==> src/rtl/spi_host_pkg.sv <==
package spi_host_pkg;

    typedef enum logic [2:0] {
        ST_IDLE  = 3'd0,
        ST_SETUP = 3'd1,
        ST_SHIFT = 3'd2,
        ST_HOLD  = 3'd3,
        ST_GAP   = 3'd4
    } host_state_e;

endpackage

==> src/rtl/spi_edge_timer.sv <==
module spi_edge_timer #(
    parameter int DIV_W = 8
) (
    input  logic             clk,
    input  logic             rst_n,
    input  logic             run,
    input  logic [DIV_W-1:0] half_div,
    output logic             tick
);
    localparam logic [DIV_W-1:0] DIV_ONE = 1;

    logic [DIV_W-1:0] cnt_d, cnt_q;

    always_comb begin
        tick = run && (cnt_q == half_div - DIV_ONE);
        if (!run || tick) begin
            cnt_d = '0;
        end else begin
            cnt_d = cnt_q + DIV_ONE;
        end
    end

    always_ff @(posedge clk or negedge rst_n) begin
        if (!rst_n) begin
            cnt_q <= '0;
        end else begin
            cnt_q <= cnt_d;
        end
    end

    // a tick restarts the half period, so two ticks in a row need a half period of 1
    p_tick_spacing_r3: assert property (@(posedge clk) disable iff (!rst_n)
        (tick && half_div > DIV_ONE) |=> !tick);

endmodule

==> src/rtl/spi_sel_decode.sv <==
module spi_sel_decode #(
    parameter int NSEL  = 4,
    parameter int SEL_W = 2
) (
    input  logic             active,
    input  logic [SEL_W-1:0] idx,
    output logic [NSEL-1:0]  sel_n
);
    for (genvar g = 0; g < NSEL; g++) begin : g_line
        assign sel_n[g] = !(active && (idx == SEL_W'(g)));
    end
endmodule

==> src/rtl/spi_host_ctrl.sv <==
module spi_host_ctrl
    import spi_host_pkg::*;
#(
    parameter  int NSEL   = 4,
    parameter  int MAX_W  = 16,
    parameter  int DIV_W  = 8,
    parameter  int WAIT_W = 8,
    localparam int SEL_W  = (NSEL > 1) ? $clog2(NSEL) : 1,
    localparam int LEN_W  = $clog2(MAX_W + 1)
) (
    input  logic              clk,
    input  logic              rst_n,
    input  logic              start,
    input  logic              stream,
    input  logic [DIV_W-1:0]  cfg_div,
    input  logic              cfg_cpol,
    input  logic              cfg_cpha,
    input  logic [LEN_W-1:0]  cfg_len,
    input  logic [SEL_W-1:0]  cfg_sel,
    input  logic [WAIT_W-1:0] cfg_wait,
    input  logic [MAX_W-1:0]  tx_word,
    output logic              busy,
    output logic              done,
    output logic [MAX_W-1:0]  rx_word,
    output logic              sclk,
    output logic              mosi,
    input  logic              miso,
    output logic [NSEL-1:0]   ss_n
);
    localparam int EDGE_W = LEN_W + 1;
    localparam int CNT_W  = (WAIT_W > DIV_W + 1) ? WAIT_W : DIV_W + 1;
    localparam logic [CNT_W-1:0]  CNT_ONE  = 1;
    localparam logic [EDGE_W-1:0] EDGE_ONE = 1;
    localparam logic [DIV_W-1:0]  DIV_ONE  = 1;
    localparam logic [MAX_W-1:0]  W_ONE    = 1;
    localparam logic [LEN_W-1:0]  LEN_ONE  = 1;
    localparam logic [LEN_W-1:0]  LEN_MAX  = LEN_W'(MAX_W);

    typedef struct packed {
        host_state_e       state;
        logic              cpol;
        logic              cpha;
        logic [LEN_W-1:0]  len;
        logic [SEL_W-1:0]  sel;
        logic [DIV_W-1:0]  div;
        logic [WAIT_W-1:0] setup;
        logic [MAX_W-1:0]  sr;
        logic              smp;
        logic [EDGE_W-1:0] eidx;
        logic [CNT_W-1:0]  cnt;
        logic              sclk;
        logic [MAX_W-1:0]  rx;
        logic              done;
    } host_regs_t;

    host_regs_t r_d, r_q;

    logic              tick;
    logic              sel_on;
    logic              sample_edge;
    logic [LEN_W-1:0]  len_fix;
    logic [DIV_W-1:0]  div_fix;
    logic [EDGE_W-1:0] last_e;
    logic [CNT_W-1:0]  gap_last;
    logic [MAX_W-1:0]  len_mask;
    logic [MAX_W-1:0]  shifted;
    logic [MAX_W-1:0]  final_word;

    spi_edge_timer #(.DIV_W(DIV_W)) u_timer (
        .clk      (clk),
        .rst_n    (rst_n),
        .run      (r_q.state == ST_SHIFT),
        .half_div (r_q.div),
        .tick     (tick)
    );

    spi_sel_decode #(.NSEL(NSEL), .SEL_W(SEL_W)) u_sel (
        .active (sel_on),
        .idx    (r_q.sel),
        .sel_n  (ss_n)
    );

    always_comb begin
        if (cfg_len == '0) begin
            len_fix = LEN_ONE;
        end else if (cfg_len > LEN_MAX) begin
            len_fix = LEN_MAX;
        end else begin
            len_fix = cfg_len;
        end
        div_fix     = (cfg_div == '0) ? DIV_ONE : cfg_div;
        last_e      = EDGE_W'({r_q.len, 1'b0}) - EDGE_ONE;
        gap_last    = CNT_W'({r_q.div, 1'b0}) - CNT_ONE;
        len_mask    = (W_ONE << r_q.len) - W_ONE;
        sample_edge = ~r_q.eidx[0] ^ r_q.cpha;
        shifted     = {r_q.sr[MAX_W-2:0], r_q.smp};
        final_word  = {r_q.sr[MAX_W-2:0], (r_q.cpha ? miso : r_q.smp)};
    end

    always_comb begin
        r_d      = r_q;
        r_d.done = 1'b0;
        case (r_q.state)
            ST_IDLE: begin
                r_d.cpol = cfg_cpol;
                r_d.sclk = cfg_cpol;
                if (start) begin
                    r_d.cpha  = cfg_cpha;
                    r_d.len   = len_fix;
                    r_d.sel   = cfg_sel;
                    r_d.div   = div_fix;
                    r_d.setup = cfg_wait;
                    r_d.sr    = tx_word;
                    r_d.cnt   = '0;
                    r_d.state = ST_SETUP;
                end
            end
            ST_SETUP: begin
                if (r_q.cnt == CNT_W'(r_q.setup)) begin
                    r_d.eidx  = '0;
                    r_d.state = ST_SHIFT;
                end else begin
                    r_d.cnt = r_q.cnt + CNT_ONE;
                end
            end
            ST_SHIFT: begin
                if (tick) begin
                    r_d.sclk = ~r_q.sclk;
                    r_d.eidx = r_q.eidx + EDGE_ONE;
                    if (r_q.eidx == last_e) begin
                        r_d.rx    = final_word & len_mask;
                        r_d.done  = 1'b1;
                        r_d.state = ST_HOLD;
                    end else if (sample_edge) begin
                        r_d.smp = miso;
                    end else if (!(r_q.cpha && r_q.eidx == '0)) begin
                        r_d.sr = shifted;
                    end
                end
            end
            ST_HOLD: begin
                if (stream && start) begin
                    r_d.sr    = tx_word;
                    r_d.eidx  = '0;
                    r_d.state = ST_SHIFT;
                end else if (!stream) begin
                    r_d.cnt   = '0;
                    r_d.state = ST_GAP;
                end
            end
            ST_GAP: begin
                if (r_q.cnt == gap_last) begin
                    r_d.state = ST_IDLE;
                end else begin
                    r_d.cnt = r_q.cnt + CNT_ONE;
                end
            end
            default: r_d.state = ST_IDLE;
        endcase
    end

    always_ff @(posedge clk or negedge rst_n) begin
        if (!rst_n) begin
            r_q <= '0;
        end else begin
            r_q <= r_d;
        end
    end

    assign sel_on  = (r_q.state == ST_SETUP) || (r_q.state == ST_SHIFT) || (r_q.state == ST_HOLD);
    assign busy    = (r_q.state != ST_IDLE);
    assign done    = r_q.done;
    assign rx_word = r_q.rx;
    assign sclk    = r_q.sclk;
    assign mosi    = |(r_q.sr & (W_ONE << (r_q.len - LEN_ONE)));

    p_single_select_r4: assert property (@(posedge clk) disable iff (!rst_n)
        $countones(~ss_n) <= 1);

    p_sclk_quiet_r2: assert property (@(posedge clk) disable iff (!rst_n)
        (r_q.state == ST_SETUP || r_q.state == ST_HOLD) |=> $stable(r_q.sclk));

    p_done_pulse_r7: assert property (@(posedge clk) disable iff (!rst_n)
        done |=> !done);

    p_hold_selected_r8: assert property (@(posedge clk) disable iff (!rst_n)
        (r_q.state == ST_HOLD) |-> (ss_n != '1));

    p_gap_released_r9: assert property (@(posedge clk) disable iff (!rst_n)
        (r_q.state == ST_GAP) |-> (ss_n == '1));

    p_start_ignored_r10: assert property (@(posedge clk) disable iff (!rst_n)
        (busy && r_q.state != ST_HOLD && start)
            |=> ($stable(r_q.sel) && $stable(r_q.len) && $stable(r_q.div)));

endmodule

==> config.mk <==
export PLATFORM = sky130hd
export DESIGN_NAME = spi_host_ctrl
export DESIGN_NICKNAME = d
export VERILOG_FILES = /design/src/rtl/spi_host_pkg.sv /design/src/rtl/spi_edge_timer.sv /design/src/rtl/spi_sel_decode.sv /design/src/rtl/spi_host_ctrl.sv
export SDC_FILE = /design/constraint.sdc
export NUM_CORES = 1
export LEC_CHECK = 0
export ABC_AREA = 1
export BUFFER_PORTS_ARGS = -buffer_cell sky130_fd_sc_hd__buf_2
export CAP_MARGIN = 40
export CORE_MARGIN = 2
export CORE_UTILIZATION = 30
export DETAILED_ROUTE_END_ITERATION = 7
export GPL_ROUTABILITY_DRIVEN = 0
export PLACE_DENSITY = 0.58
export SKIP_CTS_REPAIR_TIMING = 1
export SYNTH_ARGS = -nofsm -noshare
export SYNTH_HDL_FRONTEND = slang
export SYNTH_SLANG_ARGS = --single-unit
export TNS_END_PERCENT = 30
==> constraint.sdc <==
create_clock -name clk -period 2.92 [get_ports clk]
set_clock_uncertainty 0.05 [all_clocks]
set_input_delay 0.584 -clock clk [delete_from_list [all_inputs] [get_ports clk]]
set_output_delay 0.584 -clock clk [all_outputs]
set_load 0.03 [all_outputs]
== Yosys cells after proc, flatten, opt, wreduce, memory -nomap -nowiden ==
Index checks and enable logic that the tools add are counted.

* Logic and storage cells: 124
* Bits in registers: 85
* Output and inout bits: 24
* Input port bits: 46

* Equality and inequality tests: 25
* Mux-type cells: 34
* Bitwise logic cells: 6
* $add $sub $neg: 8
* Reduce and logical (&&, ||, !) cells: 34
* Shift operators: 2
* $lt $le $gt $ge: 1

{| class="wikitable"
|+ Operators by type and width
! operator !! number
|-
| 2-to-1 mux 16 bit || 4
|-
| one-hot mux 16 bit (3 select lines) || 1
|-
| 2-to-1 mux 9 bit || 5
|-
| one-hot mux 9 bit (4 select lines) || 1
|-
| 2-to-1 mux 17 bit || 2
|-
| bitwise AND 16 bit || 2
|-
| << shifter 1 x 5 -> 16 bit, first input constant || 2
|-
| inequality test 2 bit, second input constant || 13
|-
| 2-to-1 mux 23 bit || 1
|-
| 2-to-1 mux 3 bit || 7
|-
| 2-to-1 mux 18 bit || 1
|-
| one-hot mux 6 bit (3 select lines) || 1
|-
| 2-to-1 mux 8 bit || 2
|-
| OR reduction 16 bit || 1
|-
| subtractor 16 x 1 -> 16 bit, second input constant || 1
|-
| one-hot mux 3 bit (5 select lines) || 1
|-
| 2-to-1 mux 6 bit || 2
|-
| AND reduction 6 bit || 2
|-
| 2-to-1 mux 5 bit || 2
|-
| adder 9 x 1 -> 9 bit, second input constant || 1
|-
| == test 9 x 8 -> 1 bit || 1
|-
| == test 9 bit || 1
|-
| nonzero test 3 bit || 3
|-
| subtractor 9 x 1 -> 9 bit, second input constant || 1
|-
| other kinds (32) || 52
|}

== Depth between registers and ports, before layout ==
Gate-level depths: netlist of the first run.

* Depth in word-level cells: 7
* Depth in mapped cells: 15
* Depth with buffers taken out: 15

== Hierarchy ==
A second synthesis of the first run with hierarchy kept.

* Cells, all modules: 865
* Area, all modules: 5744.3 µm²

{| class="wikitable"
|+ By module, submodules not included
! module !! area an instance (µm²) !! cells each !! seq. area each (µm²) !! times used
|-
| spi_host_ctrl || 5063.6 || 757 || 1926.8 || 1
|-
| spi_edge_timer || 650.6 || 101 || 200.2 || 1
|-
| spi_sel_decode || 30.0 || 7 || 0.0 || 1
|}

== Worst setup path after synthesis of the first run ==
Ideal clock, no wire load.

* Path type: flip-flop to output port
* From: reg r_q[68] in the netlist's numbering
* To: out mosi
* Cell stages (with the launch flop): 12
* Buffers on the path: 0
* Data arrival time: 1.796 ns
* Setup slack: 0.490 ns
* Required time: 2.286 ns
* Cell sequence: dfrtp_1 inv_1 ha_1 inv_1 nand2_1 nand2_2 inv_1 nor2_1 a221oi_1 nand4_1 nand2_1 nor2_1

* Word-level cells in the longest chain between the ends: 4

{| class="wikitable"
|+ Ends and longest elaborated chain
! what !! line !! RTL
|-
| from (decl) || spi_host_ctrl.sv:56 || <nowiki>host_regs_t r_d, r_q;</nowiki>
|-
| from (signal assigned) || spi_host_ctrl.sv:166 || <nowiki>r_q <= r_d;</nowiki>
|-
| subtractor 5 x 1 -> 5 bit || spi_host_ctrl.sv:175 || <nowiki>assign mosi = |(r_q.sr & (W_ONE << (r_q.len - LEN_ONE)));</nowiki>
|-
| << shifter 1 x 5 -> 16 bit || spi_host_ctrl.sv:175 ||
|-
| bitwise AND 16 bit || spi_host_ctrl.sv:175 ||
|-
| OR reduction 16 bit || spi_host_ctrl.sv:175 ||
|-
| to (decl) || spi_host_ctrl.sv:26 || <nowiki>output logic mosi,</nowiki>
|}

Every way passes these cells.

== Worst setup path after layout of the first run ==
Ends and elaborated chain as after synthesis.

==> key figures, run 1 <==
Logic synthesis
  – Asr flop ratio synth: 1.00
  – Synth cell count leaders: nand2_1, dfrtp_1, inv_1, nor2_1, nand3_1
  – Top-count cell post-synth: nand2_1
  – Synth area leaders: dfrtp_1, nand2_1, inv_1, nand3_1, nor2_1
  – Yosys top cell area share: 0.382
  – Seq/Total Area, Yosys: 0.382
  – Synth cell types: 45
  – Synth warn: 0
  – Top FF cell, synth: dfrtp_1
  – Post-synth EDFFs: 0
  – Synth Area in Adders: 0.0247
  – Mapped Area: 5570 um^2
  – Cells after Synth: 799
  – Syn Nets: 856
  – Area leader, netlist: dfrtp_1
  – Synth Area in Simple Gates: 0.388
  – Syn_area_per_cell: 6.97 um^2
  – Main combinational cell family by area after synthesis: simple AND/OR/NAND/NOR gates
  – XOR/XNOR share of the synthesized area: 0.0252
  – Post-synthesis compound-gate area fraction: 0.0823
  – Post-synthesis mux area share: 0
  – Synthesized flop and latch total: 85

Power and ir drop
  – Leakage: 0.00334 uW
  – Power Internal: 3340 uW
  – Sw Pwr: 3310 uW
  – Clk network pwr share: 0.175
  – Sequential share of power: 0.297
  – Sw Ratio: 0.497
  – VDD IR max: 0.000424 V
  – Logic gate share of total power: 0.528
  – Total power divided by cell area: 1040 nW/um^2

Timing
  – Fin. Hold Viols: 0
  – Hold Slack: 0.163 ns
  – Max-slew headroom: 0.637
  – Finish-stage setup viols: 0
  – Tightest Pin Transition: 0.545 ns
  – Crit share post-route: 0.954
  – RSZ-0062 raised after global routing: false
  – Tmin final: 2.79 ns
  – Achievable Freq: 359 MHz
  – Max-slew violations: 0

Route
  – Via count: 5151
  – 1st-iter DRT viols: 369
  – Drt drc: 0
  – Drt total wl: 14.6 mm
  – TritonRoute pass-1 iters: 5
  – Routed len/inst: 13.3 um
  – Via-per-instance ratio: 4.72
  – Post-route ant nets: 0

Worst setup path
  – WP data required: 2.29 ns
  – Worst Setup End Kind: output pin
  – Critical path arrival: 2.15 ns
  – Max FO, Critical Path: 9
  – Critical path class: reg -> out
  – Startpoint types: flip-flop

Floorplanning
  – Initial Util: 0.308
  – IO Count: 70
  – Site row count: 49
  – Core ar.: 18100 um^2
  – Die area: 19700 um^2
  – Die Wd: 140 um
  – Die Height: 140 um

Final layout
  – Nets: 915
  – Layout cells sized above 1: 0.155
  – Fin util: 0.354
  – Syn-to-layout area delta: 15.0%
  – # diodes: 0

Placement
  – Port bufs: 69
  – HPWL Detailed: 11.2 mm

Clock tree
  – CTS max path bufs: 2
  – CTS buffer count: 9
  – H-tree depth: 3
  – Worst-skew pair later-pin latency: 0.35 ns
  – CTS tree: built
  – Clk sink count: 85
  – Reg clk slew, reported paths: 0.06 ns
  – CTS root buffer: clkbuf_16

GRT
  – Vias in the first global route: 4783
  – GR Overflow Total: 0
  – First-pass GRT wire length: 24.1 mm
  – Initial antenna violation count: 0
  – Largest net degree at the start of global routing: 46
  – All-Layer GR Usage: 0.153

Status
  – Outcome: complete, no violations

Job
  – Maxcap violations: 0

Hold path
  – Worst hold-check path type: in -> async
## per-stage QoR
| step | cells | setup TNS [ns] | setup slack (ns) | cell area, um^2 | total power [uW] |
|---|---|---|---|---|---|
| after floorplan | 799 | 0 | 0.490 | 5570 | 4520 |
| after global placement | 1074 | 0 | 0.254 | 6050 | 5360 |
| after detailed placement | 1074 | 0 | 0.206 | 6050 | 5380 |
| after CTS | 1090 | -0.186 | -0.186 | 6350 | 6570 |
| after global routing | 1092 | 0 | 0.000690 | 6400 | 7280 |
| final | 1092 | 0 | 0.133 | 6400 | 6650 |
## state kept, by name (all words and copies together) (netlist names)
signal	flops
done	1
final_word	15
r_q	44
rx_word	16
sclk	1
u_timer.cnt_q	8
## cells by family (layout without fill, tap and decap cells)
kind of cell,after synthesis,count (layout)
buf+inv,115,179
fa+ha+maj,11,11
compound gates,80,80
flops,85,85
xor+xnor,16,16
simple gates,492,492
## placed cells by master, fill, tap and decap left out, types with 4 or more instances in the layout
cell	Yosys	final
o21ai_0	40	40
inv_1	77	74
nand3_1	56	56
clkbuf_16	0	9
nor2_2	4	5
nand4_1	28	28
buf_2	3	67
clkinvlp_4	0	4
nand2_2	5	4
o22ai_1	5	5
buf_4	17	11
o21ai_2	4	4
nor3_1	10	10
nand2_1	297	297
o21ai_1	4	4
a21oi_1	15	15
nand3b_1	6	6
or2_2	4	4
xor2_1	13	13
inv_2	3	4
nor2_1	68	67
nand2_4	3	4
dfrtp_1	85	84
o211ai_1	4	4
ha_1	11	10
## power by group through the flow
stage / combinational [uW] / sequential (uW) / clock (uW)
floorplan: 2690 / 1830 / 0
global placement: 3380 / 1980 / 0
detailed placement: 3390 / 1980 / 0
CTS: 3410 / 1960 / 1200
global route: 4000 / 2030 / 1250
finish: 3510 / 1970 / 1170
## final timing paths
path,start,end,slack [ns],depth (start not counted)
hold / removal,rst_n,r_q[51],0.16,1
setup / recovery,r_q[68],mosi,0.13,12
hold reg to reg,rx_word[4],rx_word[4],0.43,2
max in group asynchronous,rst_n,r_q[68],2.01,2
min in group clk,cfg_wait[6],r_q[56],0.38,3
setup reg to reg,r_q[58],rx_word[1],0.45,14
## critical path, stage by stage, from the launching register on
cell and delay [ns]:
dfrtp_2 0.44, inv_4 0.09, ha_2 0.20, inv_1 0.04, nand2_1 0.10, nand2_4 0.11, inv_4 0.09, nor2_1 0.05
nand2_1 0.05, nand3_1 0.10, a2111oi_4 0.28, nor2_1 0.09, buf_4 0.18
## layer usage
metal	GRT usage	part of all wire	up-vias
met5	0	0	-
met4	0.0489	0.022	0
li1	-	-	2676
met3	0.0284	0.046	25
met1	0.224	0.52	2324
met2	0.228	0.42	126
## final cells by class
cell class / count / area (um^2)
flip-flops and latches: 85 / 2130
clock buffers: 9 / 225
repair buffers: 79 / 438
well taps: 229 / 287
multi-input cells: 599 / 2920
fillers: 1929 / 11700
clock inverters: 7 / 73.8
inverters: 84 / 327
No activity file was read; power rests on OpenSTA's default activity.
==> run 2: changes to the inputs <==
--- a/config.mk
+++ b/config.mk
@@ -6,13 +6,13 @@
 export NUM_CORES = 1
 export LEC_CHECK = 0
 export ABC_AREA = 1
-export BUFFER_PORTS_ARGS = -buffer_cell sky130_fd_sc_hd__buf_2
 export CAP_MARGIN = 40
 export CORE_MARGIN = 2
 export CORE_UTILIZATION = 30
 export DETAILED_ROUTE_END_ITERATION = 7
+export DONT_BUFFER_PORTS = 1
 export GPL_ROUTABILITY_DRIVEN = 0
-export PLACE_DENSITY = 0.58
+export PLACE_DENSITY = 0.55
 export SKIP_CTS_REPAIR_TIMING = 1
 export SYNTH_ARGS = -nofsm -noshare
 export SYNTH_HDL_FRONTEND = slang
==> key figures, run 2 (synthesis results as in run 1) <==
Worst setup path
  – Startpoint types: flip-flop
  – Worst Setup End Kind: output pin
  – FF-to-FF path depth: 14 (unchanged)
  – Critical path class: reg -> out
  – Critical path arrival: 2.13 ns (-0.02 ns)
  – R2R Setup Slk: 0.47 ns (+0.02 ns)
  – WP data required: 2.29 ns (about the same)
  – Max FO, Critical Path: 4 (-5)

Clock tree
  – CTS buffer count: 9 (unchanged)
  – CTS root buffer: clkbuf_16
  – Clk sink count: 85 (unchanged)
  – Reg clk slew, reported paths: 0.06 ns (about the same)
  – Worst-skew pair later-pin latency: 0.36 ns (about the same)
  – CTS max path bufs: 2 (unchanged)
  – H-tree depth: 3 (unchanged)
  – CTS tree: built

Route
  – 1st-iter DRT viols: 290 (-21%)
  – Post-route ant nets: 0 (unchanged)
  – TritonRoute pass-1 iters: 5 (unchanged)
  – Routed len/inst: 14.4 um (+7.6%)
  – Via count: 5002 (-2.9%)
  – Drt total wl: 14.7 mm (+1.2%)
  – Via-per-instance ratio: 4.87 (+3.3%)
  – Drt drc: 0 (unchanged)

GRT
  – GR Overflow Total: 0 (unchanged)
  – All-Layer GR Usage: 0.152 (-0.000565)
  – Initial antenna violation count: 0 (unchanged)
  – First-pass GRT wire length: 23.8 mm (-1.3%)
  – Vias in the first global route: 4641 (-3.0%)
  – Largest net degree at the start of global routing: 86 (+87%)

Timing
  – Max-slew violations: 0 (unchanged)
  – Tmin final: 2.77 ns (-0.0219 ns)
  – Crit share post-route: 0.947 (-0.00749)
  – RSZ-0062 raised after global routing: false
  – Max-slew headroom: 0.643 (+0.00614)
  – Tightest Pin Transition: 0.535 ns (-0.00980 ns)
  – PnR worst setup slack: 0.155 ns (+0.0219 ns)
  – Achievable Freq: 362 MHz (+0.79%)
  – Fin. Hold Viols: 0 (unchanged)
  – Hold Slack: 0.0771 ns (-0.0864 ns)
  – Finish-stage setup viols: 0 (unchanged)

Final layout
  – # diodes: 0 (unchanged)
  – Max reg flops: 44 (unchanged)
  – Syn-to-layout area delta: 9.71%
  – Layout cells sized above 1: 0.0852 (-0.0701)
  – Top reg by flops: r_q
  – Most frequent cells in the layout: nand2_1, dfrtp_1, inv_1
  – Fin util: 0.338 (-0.0162)
  – Commonest non-fill, non-tap cell in the layout: nand2_1
  – Layout fillers: 1951 (+1.1%)
  – Nets: 850 (-7.1%)
  – Cell Count, Final, Fillers Out: 1027 (-6.0%)

Placement
  – Setup WS pre-CTS: 0.166 ns (-0.0403 ns)
  – Placed Cells: 1004 (-6.5%)
  – HPWL Detailed: 10.9 mm (-2.7%)
  – Port bufs: 0 (-100%)

Power and ir drop
  – Total power divided by cell area: 1090 nW/um^2 (+5.3%)
  – VDD IR max: 0.000663 V (+56%)
  – Leakage: 0.00309 uW (-7.6%)

Job
  – Maxcap violations: 0 (unchanged)

Hold path
  – Worst hold-check path type: in -> async

Floorplanning
  – IO Count: 70 (unchanged)
  – Initial Util: 0.308 (unchanged)
  – Core ar.: 18100 um^2 (unchanged)
  – Die area: 19700 um^2 (unchanged)
  – Die Height: 140 um (unchanged)
  – Site row count: 49 (unchanged)
  – Die Wd: 140 um (unchanged)

Status
  – Outcome: complete, no violations
[run 2: cell types whose count changed in the layout (fill, tap and decap cells not counted), sizes merged]
cell and change:
clkbuf +2, clkinvlp -2, inv -1, clkinv +1, buf -65
[run 2: stage by stage]
step	setup TNS, ns	power [uW]	instance area [um^2]
finish	0	6680	6110
global route	0	7290	6110
CTS	-0.228	6540	5990
detailed placement	0	5300	5680
global placement	0	5270	5680
floorplan	0	4520	5570
[run 2: cell type report]
cell class                      count  area, um^2  share of cell area
Clock inverter                      5        58.8             0.00963
Multi-Input combinational cell    599        2940               0.481
Timing Repair Buffer               14         125              0.0205
Sequential cell                    85        2130               0.348
Tap cell                          229         287              0.0469
Clock buffer                       11         253              0.0414
Inverter                           84         322              0.0527
[run 2: path summary, 6_finish.rpt]
| path | from | to |
|---|---|---|
| hold reg to reg | r_q[56] | r_q[56] |
| min in group clk | cfg_wait[2] | r_q[52] |
| setup / recovery | r_q[69] | mosi |
| max in group asynchronous | rst_n | rx_word[6] |
| setup reg to reg | r_q[58] | final_word[11] |
| hold / removal | rst_n | r_q[19] |
[run 2: power by group]
part	internal [uW]	switching (uW)	total, uW	leakage [uW]
registers	1530	453	1980	0.00111
logic	1110	2380	3490	0.00183
clock network	710	498	1210	0.000148
[run 2: routing by layer]
metal / global-route usage / wire [um]
met1: 0.218 / 7300
met2: 0.223 / 6250
met3: 0.0386 / 882
met4: 0.0526 / 312
met5: 0 / 0
[run 2: worst max-delay path: stages, from the launching register on]
cell	delay (ns)
dfrtp_1	0.41
inv_2	0.11
buf_4	0.11
ha_1	0.21
inv_1	0.07
nor2_1	0.27
a221oi_2	0.13
nand4_1	0.11
nand2_1	0.05
nor2_1	0.13
buf_4	0.18
